--- src/rtl/irq_arb_pkg.sv ---
// Shared types and constants for the pending interrupt arbiter.
// Assumes vector offsets fit in 12 bits.
package irq_arb_pkg;
    localparam int VEC_W = 12;

    localparam logic [VEC_W-1:0] VEC_FPX = 12'h700;
    localparam logic [VEC_W-1:0] VEC_EXT = 12'h500;
    localparam logic [VEC_W-1:0] VEC_DEC = 12'h900;

    typedef enum logic [1:0] {
        SRC_NONE = 2'd0,
        SRC_FPX  = 2'd1,
        SRC_EXT  = 2'd2,
        SRC_DEC  = 2'd3
    } irq_src_e;
endpackage

--- src/rtl/irq_src_track.sv ---
// Pending flag tracker: keeps one registered flag for each interrupt source.
// External and floating-point flags follow their level. The decrementer
// flag is sticky until cleared by delivery; a new expiry wins over the clear.
module irq_src_track #(
    parameter int FX_MODES = 2
) (
    input  logic                clk,
    input  logic                rst_n,
    input  logic                ext_level_i,
    input  logic                dec_expire_i,
    input  logic [FX_MODES-1:0] fx_mode_i,
    input  logic                fx_summary_i,
    input  logic                clr_dec_i,
    output logic                ext_pend_o,
    output logic                dec_pend_o,
    output logic                fx_pend_o
);
    logic fx_cond;

    // Floating-point exception is enabled when any mode bit is set.
    always_comb fx_cond = fx_summary_i & (|fx_mode_i);

    // Level-tracked flags for external and floating-point sources.
    always_ff @(posedge clk) begin
        if (!rst_n) begin
            ext_pend_o <= 1'b0;
            fx_pend_o  <= 1'b0;
        end else begin
            ext_pend_o <= ext_level_i;
            fx_pend_o  <= fx_cond;
        end
    end

    // One-shot decrementer flag: set by expiry, cleared by its delivery.
    always_ff @(posedge clk) begin
        if (!rst_n)
            dec_pend_o <= 1'b0;
        else if (dec_expire_i)
            dec_pend_o <= 1'b1;
        else if (clr_dec_i)
            dec_pend_o <= 1'b0;
    end
endmodule

--- src/rtl/irq_prio_pick.sv ---
// Fixed-priority selector: floating-point exception first (ignores the
// external enable), then external, then decrementer (both gated).
// Purely combinational; assumes flags come from registers.
module irq_prio_pick
    import irq_arb_pkg::*;
(
    input  logic     fx_pend_i,
    input  logic     ext_pend_i,
    input  logic     dec_pend_i,
    input  logic     ext_en_i,
    output irq_src_e win_o
);
    // Priority chain resolving the winning source.
    always_comb begin
        if (fx_pend_i)
            win_o = SRC_FPX;
        else if (ext_en_i && ext_pend_i)
            win_o = SRC_EXT;
        else if (ext_en_i && dec_pend_i)
            win_o = SRC_DEC;
        else
            win_o = SRC_NONE;
    end
endmodule

--- src/rtl/irq_req_hold.sv ---
// Request holder: captures the winning source when idle and holds it until
// acknowledged, so only one delivery is outstanding. Encodes the vector
// offset and the status bits from the held source.
module irq_req_hold
    import irq_arb_pkg::*;
#(
    parameter int CAUSE_W = 32,
    parameter int FPE_POS = 20,
    parameter int NXT_POS = 16
) (
    input  logic               clk,
    input  logic               rst_n,
    input  irq_src_e           win_i,
    input  logic               ack_i,
    output irq_src_e           sel_o,
    output logic               req_o,
    output logic [VEC_W-1:0]   vec_o,
    output logic [CAUSE_W-1:0] cause_o
);
    // Capture when idle, release on acknowledge, otherwise hold.
    always_ff @(posedge clk) begin
        if (!rst_n)
            sel_o <= SRC_NONE;
        else if (sel_o != SRC_NONE) begin
            if (ack_i)
                sel_o <= SRC_NONE;
        end else
            sel_o <= win_i;
    end

    // Decode the held source into request, vector and status bits.
    always_comb begin
        req_o   = (sel_o != SRC_NONE);
        cause_o = '0;
        unique case (sel_o)
            SRC_FPX: begin
                vec_o            = VEC_FPX;
                cause_o[FPE_POS] = 1'b1;
                cause_o[NXT_POS] = 1'b1;
            end
            SRC_EXT: vec_o = VEC_EXT;
            SRC_DEC: vec_o = VEC_DEC;
            default: vec_o = '0;
        endcase
    end
endmodule

--- src/rtl/irq_pend_arb.sv ---
// Top of the pending interrupt priority arbiter. Tracks sources, picks
// by fixed priority and holds one request until acknowledged.
// Assumes ack_i is only meaningful while req_o is high.
module irq_pend_arb
    import irq_arb_pkg::*;
#(
    parameter int FX_MODES = 2,
    parameter int CAUSE_W  = 32,
    parameter int FPE_POS  = 20,
    parameter int NXT_POS  = 16
) (
    input  logic                clk,
    input  logic                rst_n,
    input  logic                ext_level_i,
    input  logic                dec_expire_i,
    input  logic                ext_en_i,
    input  logic [FX_MODES-1:0] fx_mode_i,
    input  logic                fx_summary_i,
    input  logic                ack_i,
    output logic                req_o,
    output logic [VEC_W-1:0]    vec_off_o,
    output logic [CAUSE_W-1:0]  cause_o
);
    logic     ext_pend, dec_pend, fx_pend, clr_dec;
    irq_src_e win, cur_sel;

    // Decrementer delivery completes on the acknowledge of its request.
    always_comb clr_dec = req_o && ack_i && (cur_sel == SRC_DEC);

    irq_src_track #(.FX_MODES(FX_MODES)) u_track (
        .clk          (clk),
        .rst_n        (rst_n),
        .ext_level_i  (ext_level_i),
        .dec_expire_i (dec_expire_i),
        .fx_mode_i    (fx_mode_i),
        .fx_summary_i (fx_summary_i),
        .clr_dec_i    (clr_dec),
        .ext_pend_o   (ext_pend),
        .dec_pend_o   (dec_pend),
        .fx_pend_o    (fx_pend)
    );

    irq_prio_pick u_pick (
        .fx_pend_i  (fx_pend),
        .ext_pend_i (ext_pend),
        .dec_pend_i (dec_pend),
        .ext_en_i   (ext_en_i),
        .win_o      (win)
    );

    irq_req_hold #(
        .CAUSE_W (CAUSE_W),
        .FPE_POS (FPE_POS),
        .NXT_POS (NXT_POS)
    ) u_hold (
        .clk     (clk),
        .rst_n   (rst_n),
        .win_i   (win),
        .ack_i   (ack_i),
        .sel_o   (cur_sel),
        .req_o   (req_o),
        .vec_o   (vec_off_o),
        .cause_o (cause_o)
    );
endmodule

--- config.mk ---
export PLATFORM = sky130hd
export DESIGN_NAME = irq_pend_arb
export DESIGN_NICKNAME = d
export VERILOG_FILES = /design/src/rtl/irq_arb_pkg.sv /design/src/rtl/irq_src_track.sv /design/src/rtl/irq_prio_pick.sv /design/src/rtl/irq_req_hold.sv /design/src/rtl/irq_pend_arb.sv
export SDC_FILE = /design/constraint.sdc
export NUM_CORES = 1
export LEC_CHECK = 0
export ABC_AREA = 1
export BUFFER_PORTS_ARGS = -buffer_cell sky130_fd_sc_hd__buf_4
export CAP_MARGIN = 0
export CELL_PAD_IN_SITES_DETAIL_PLACEMENT = 2
export CELL_PAD_IN_SITES_GLOBAL_PLACEMENT = 2
export CORE_ASPECT_RATIO = 0.75
export CORE_UTILIZATION = 17
export DETAILED_ROUTE_END_ITERATION = 16
export PLACE_DENSITY_LB_ADDON = 0.1
export SYNTH_ARGS = -nofsm -noshare
export SYNTH_HDL_FRONTEND = slang
export SYNTH_SLANG_ARGS = --single-unit
--- constraint.sdc ---
create_clock -name clk -period 2.2 [get_ports clk]
set_input_delay 0.33 -clock clk [delete_from_list [all_inputs] [get_ports clk]]
set_output_delay 0.33 -clock clk [all_outputs]
set_load 0.05 [all_outputs]
# Word-level counts from Yosys, hierarchy flattened
# Cells that the tools add are included.
[totals]
register_bits = 5
input_bits = 9
out_inout_bits = 45
wordCells = 25
[classes]
n_eq_ne = 4
muxes = 9
bitwise_logic = 1
reduce_logical = 7
[ops]
columns = ["operator", "count"]
rows = [
  ["one-hot mux 12 bit (3 select lines)", 1],
  ["two-way mux 2 bit", 5],
  ["== test 2 bit, second input constant", 2],
  ["logical AND 1 bit", 4],
  ["nonzero test 2 bit", 2],
  ["two-way mux 1 bit", 3],
  ["== test 2 x 1 -> 1 bit, second input constant", 1],
  ["!= test 2 bit, second input constant", 1],
  ["OR reduction 2 bit", 1],
  ["bitwise AND 1 bit", 1],
]

# Longest topological paths before layout
[logic_depth]
ltp_word = 5
depth_mapped = 6
mapped_depth_nobuf = 6

# Cells and area by module
# Synthesis repeated with hierarchy kept, for this count alone.
[hier_totals]
cells_unflattened = 80
hier_area_um2 = 574.3
[by_module_without_submodules]
columns = ["module", "n_inst", "cells_per_inst", "area_per_inst_um2", "seq_area_each_um2"]
rows = [
  ["irq_req_hold", 1, 58, 435.4, 40.0],
  ["irq_src_track", 1, 12, 100.1, 60.1],
  ["irq_prio_pick", 1, 7, 27.5, 0.0],
  ["irq_pend_arb", 1, 3, 11.3, 0.0],
]

# Least setup slack after synthesis
# Ideal clock, no wire load.
[synth_path]
path_type = "flip-flop to output port"
from = "register u_hold.sel_o[1]"
to = "output cause_o[20]"
t_arrival_ns = 1.143
t_required_ns = 1.870
slack_ns = 0.727
path_stages_with_launch = 4
n_path_buf = 1
path_cell_list = "dfxtp_1 inv_1 ha_1 buf_4"
[synth_between]
elab_chain_len = 2
[synth_rtl]
columns = ["element", "line", "text"]
rows = [
  ["from (decl)", "irq_req_hold.sv:15", "output irq_src_e sel_o,"],
  ["from (signal assigned)", "irq_req_hold.sv:28", "sel_o <= win_i;"],
  ["== test 2 x 1 -> 1 bit", "--", ""],
  ["two-way mux 1 bit", "--", ""],
  ["to (decl)", "irq_pend_arb.sv:22", "output logic [CAUSE_W-1:0] cause_o"],
]
# Every way passes these cells.

# Worst setup path in the final report
[layout_path]
from = "register u_hold.sel_o[0]"
to = "output req_o"
[layout_between]
elab_chain_len = 1
[layout_rtl]
columns = ["element", "line", "text"]
rows = [
  ["nonzero test 2 bit", "irq_req_hold.sv:33", "req_o = (sel_o != SRC_NONE);"],
  ["to (decl)", "irq_pend_arb.sv:20", "output logic req_o,"],
]
# Every way passes these cells.

==> results.yml <==
power_and_ir_drop:
  p_leak_nw: 0.349
  worst_ir_drop_vdd_v: 0.000146
  power_w: 0.000496
  p_sw_w: 0.000246
  powerDensity_nw_per_um2: 839
  internal_power_w: 0.000250
  seqPwrFrac_pct: 20.2
  switching_share_pct: 49.5
  comb_power_share_pct: 45.5
  power_frac_clock_pct: 34.3
yosys:
  avgSynthCellArea_um2: 7.51
  yosysUniqueCellTypes: 13
  ys_seq_area_share_pct: 18.0
  synth_top_cell_area_share_pct: 55.4
  synthFlopType: "dfxtp_1"
  yosys_warnings: 0
  synth_edf_count: 0
  synthTopCellsByArea: "buf_4 (55%), dfxtp_1 (18%), ha_1 (6.8%), inv_1 (5.4%), nand3_1 (3.6%)"
  synth_top_area_cell: "buf_4"
  synthCells: 74
  ys_ff_latch: 5
  syn_area_um2: 556
  synth_commonest_cells: "buf_4 (41), inv_1 (8), dfxtp_1 (5)"
  async_reset_ff_share_pct: 0
  yosysMostFrequentCell: "buf_4"
cells_and_area:
  area_delta_synth_final_pct: 6.53
  drive_above_1_share_pct: 22.5
  num_antenna_cells: 0
  nets: 102
clock_network:
  post_cts_buffers: 0
  cts_sinks: 5
  cts_tree: "built"
  cts-resized-gates: 0
  htreeDepth: 1
  clk_pin_slew_ns: 0.04
  clk-insertion-delay-late_ns: 0.22
  clock_path_buffers: 2
  clockRootBuffer: "clkbuf_8"
  cts_buffers: 3
  holdBufCountCts: 0
timing:
  rsz0062_at_grt: "no"
  final.period_utilization_pct: 68.6
  tns_ns: 0
  clock_skew_ns: 0.00215
  final.min_clock_period_ns: 1.51
  setup_viol: 0
  slew_viol_final: 0
  final-hold-violation-count: 0
  max_freq_mhz: 663
critical_path:
  rr_worst_depth: 6
  cp.required_ns: 1.87
  slowest_delay_ns: 0.37
  cp.depth: 4
  regToRegEndpoint: "u_track.dec_pend_o$_SDFFE_PN0P_"
  worst_path_max_delay_cell: "dfxtp_1"
  regToRegStartpoint: "u_hold.sel_o[0]$_SDFFE_PN0P_"
  cp_max_fo: 5
  endpoint_kind: "primary output"
  arrival_ns: 1.18
  crit_type: "reg -> out"
  r2r_slack_ns: 1.06
  start_kind: "flop"
  worstPathCellList: "inv_1 -> ha_1 -> inv_2 -> buf_4"
  crit_family: "flip-flops"
  crit_buf_inv: 3
place:
  numPortBuffers: 15
  gp_congestion: 0.674
  dp_hpwl_um: 799
floorplanning:
  io_pins: 54
  start_util_pct: 18.4
  rows: 17
  die_w_um: 68.0
  fp.dieH_um: 51.5
  core-area_um2: 3020
  dieArea_um2: 3500
global_routing:
  grt_max_degree: 6
  first_global_vias: 308
  gr-total-overflow: 0
  grt_pass1_wl_um: 1280
  antenna_found_initial: 0
  grt_usage_pct: 5.68
hold_path:
  min_path_type: "in -> reg"
  whs_endpoint: "u_track.ext_pend_o$_SDFF_PN0_"
  hold_path_depth: 3
  hp-start: "ext_level_i"
routing:
  first_pass_iters: 2
  post-route-drc-count: 0
  ant_nets: 0
  vias_per_cell: 2.90
  drt_iter0_markers: 1
  routed_wl_um: 889
  wire_per_inst_um: 7.00
  vias: 368
run:
  cap_violations: 0
status:
  outcome: "finished clean"
[cells in the final DEF (no fill, tap or decap)]
cell type,Yosys,final
conb_1,1,38
buf_4,41,15
inv_1,8,8
dfxtp_1,5,5
nand3_1,4,4
nand2_1,4,4
ha_1,3,3
clkbuf_8,0,3
a21oi_1,2,2
nor2_1,2,2
inv_2,1,1
o21ai_0,1,1
a21oi_2,1,1
nand4_1,1,1
clkbuf_1,0,1
[power groups by stage]
stage | clock network, W | logic [W] | registers, W
final | 0.000170 | 0.000226 | 0.000100
after detailed placement | 0 | 0.000226 | 0.000102
after CTS | 0.000178 | 0.000226 | 0.000100
after global routing | 0.000184 | 0.000238 | 0.000101
after global placement | 0 | 0.000226 | 0.000101
after floorplan | 0 | 0.000256 | 0.000101
[metrics by stage]
stage | worst slack [ns] | cells | instance area, µm² | util [%] | hold slack, ns
after floorplan | 0.727 | 111 | 694 | - | 0.423
after global placement | 0.938 | 123 | 547 | 18.1 | 0.507
after detailed placement | 0.909 | 123 | 547 | 18.1 | 0.514
after CTS | 0.669 | 127 | 592 | 19.6 | 0.291
after global routing | 0.609 | 127 | 592 | 19.6 | 0.322
final | 0.692 | 127 | 592 | 19.6 | 0.291
[how the worst max path moves through the flow]
stage	start	end	slack, ns
floorplan	u_hold.sel_o[1]$_SDFFE_PN0P_	cause_o[20]	0.73
global placement	u_hold.sel_o[0]$_SDFFE_PN0P_	req_o	0.94
detailed placement	u_hold.sel_o[0]$_SDFFE_PN0P_	req_o	0.91
CTS	u_hold.sel_o[0]$_SDFFE_PN0P_	req_o	0.67
global route	u_hold.sel_o[0]$_SDFFE_PN0P_	vec_off_o[8]	0.61
finish	u_hold.sel_o[0]$_SDFFE_PN0P_	req_o	0.69
[cell families (layout without fill, tap and decap cells)]
kind of cell | count (synthesis) | in the layout | synth area share (%)
buffers and inverters | 50 | 28 | 61.5
AND/OR/NAND/NOR | 11 | 11 | 8.78
flip-flops | 5 | 5 | 18.0
AO/OA/AOI/OAI | 4 | 4 | 4.28
adder cells (fa/ha/maj) | 3 | 3 | 6.76
other | 1 | 38 | 0.675
[tightest hold or removal path: stages]
cell and delay, ns:
buf_4 0.08, nand2_1 0.04, inv_1 0.04
[cell type report]
cell class	count	area, µm²
fill	381	2430
clock buffer	4	45.0
timing repair buffer	15	113
sequential	5	100
inverter	9	33.8
multi-input combinational	56	253
tap	38	47.5
[sequential cells by signal, indices dropped and copies added, names as in the netlist]
register	flops
u_track.fx_pend_o	1
u_track.ext_pend_o	1
u_hold.sel_o	2
u_track.dec_pend_o	1
[per-layer routing]
| metal | routed length [µm] | vias to the layer above | GRT usage (%) |
|---|---|---|---|
| li1 | - | 173 | - |
| met1 | 303 | 154 | 5.56 |
| met2 | 406 | 37 | 8.33 |
| met3 | 127 | 4 | 1.32 |
| met4 | 52 | 0 | 8.33 |
| met5 | 0 | - | 0 |
Note: power is estimated with default switching activity, not from simulation.
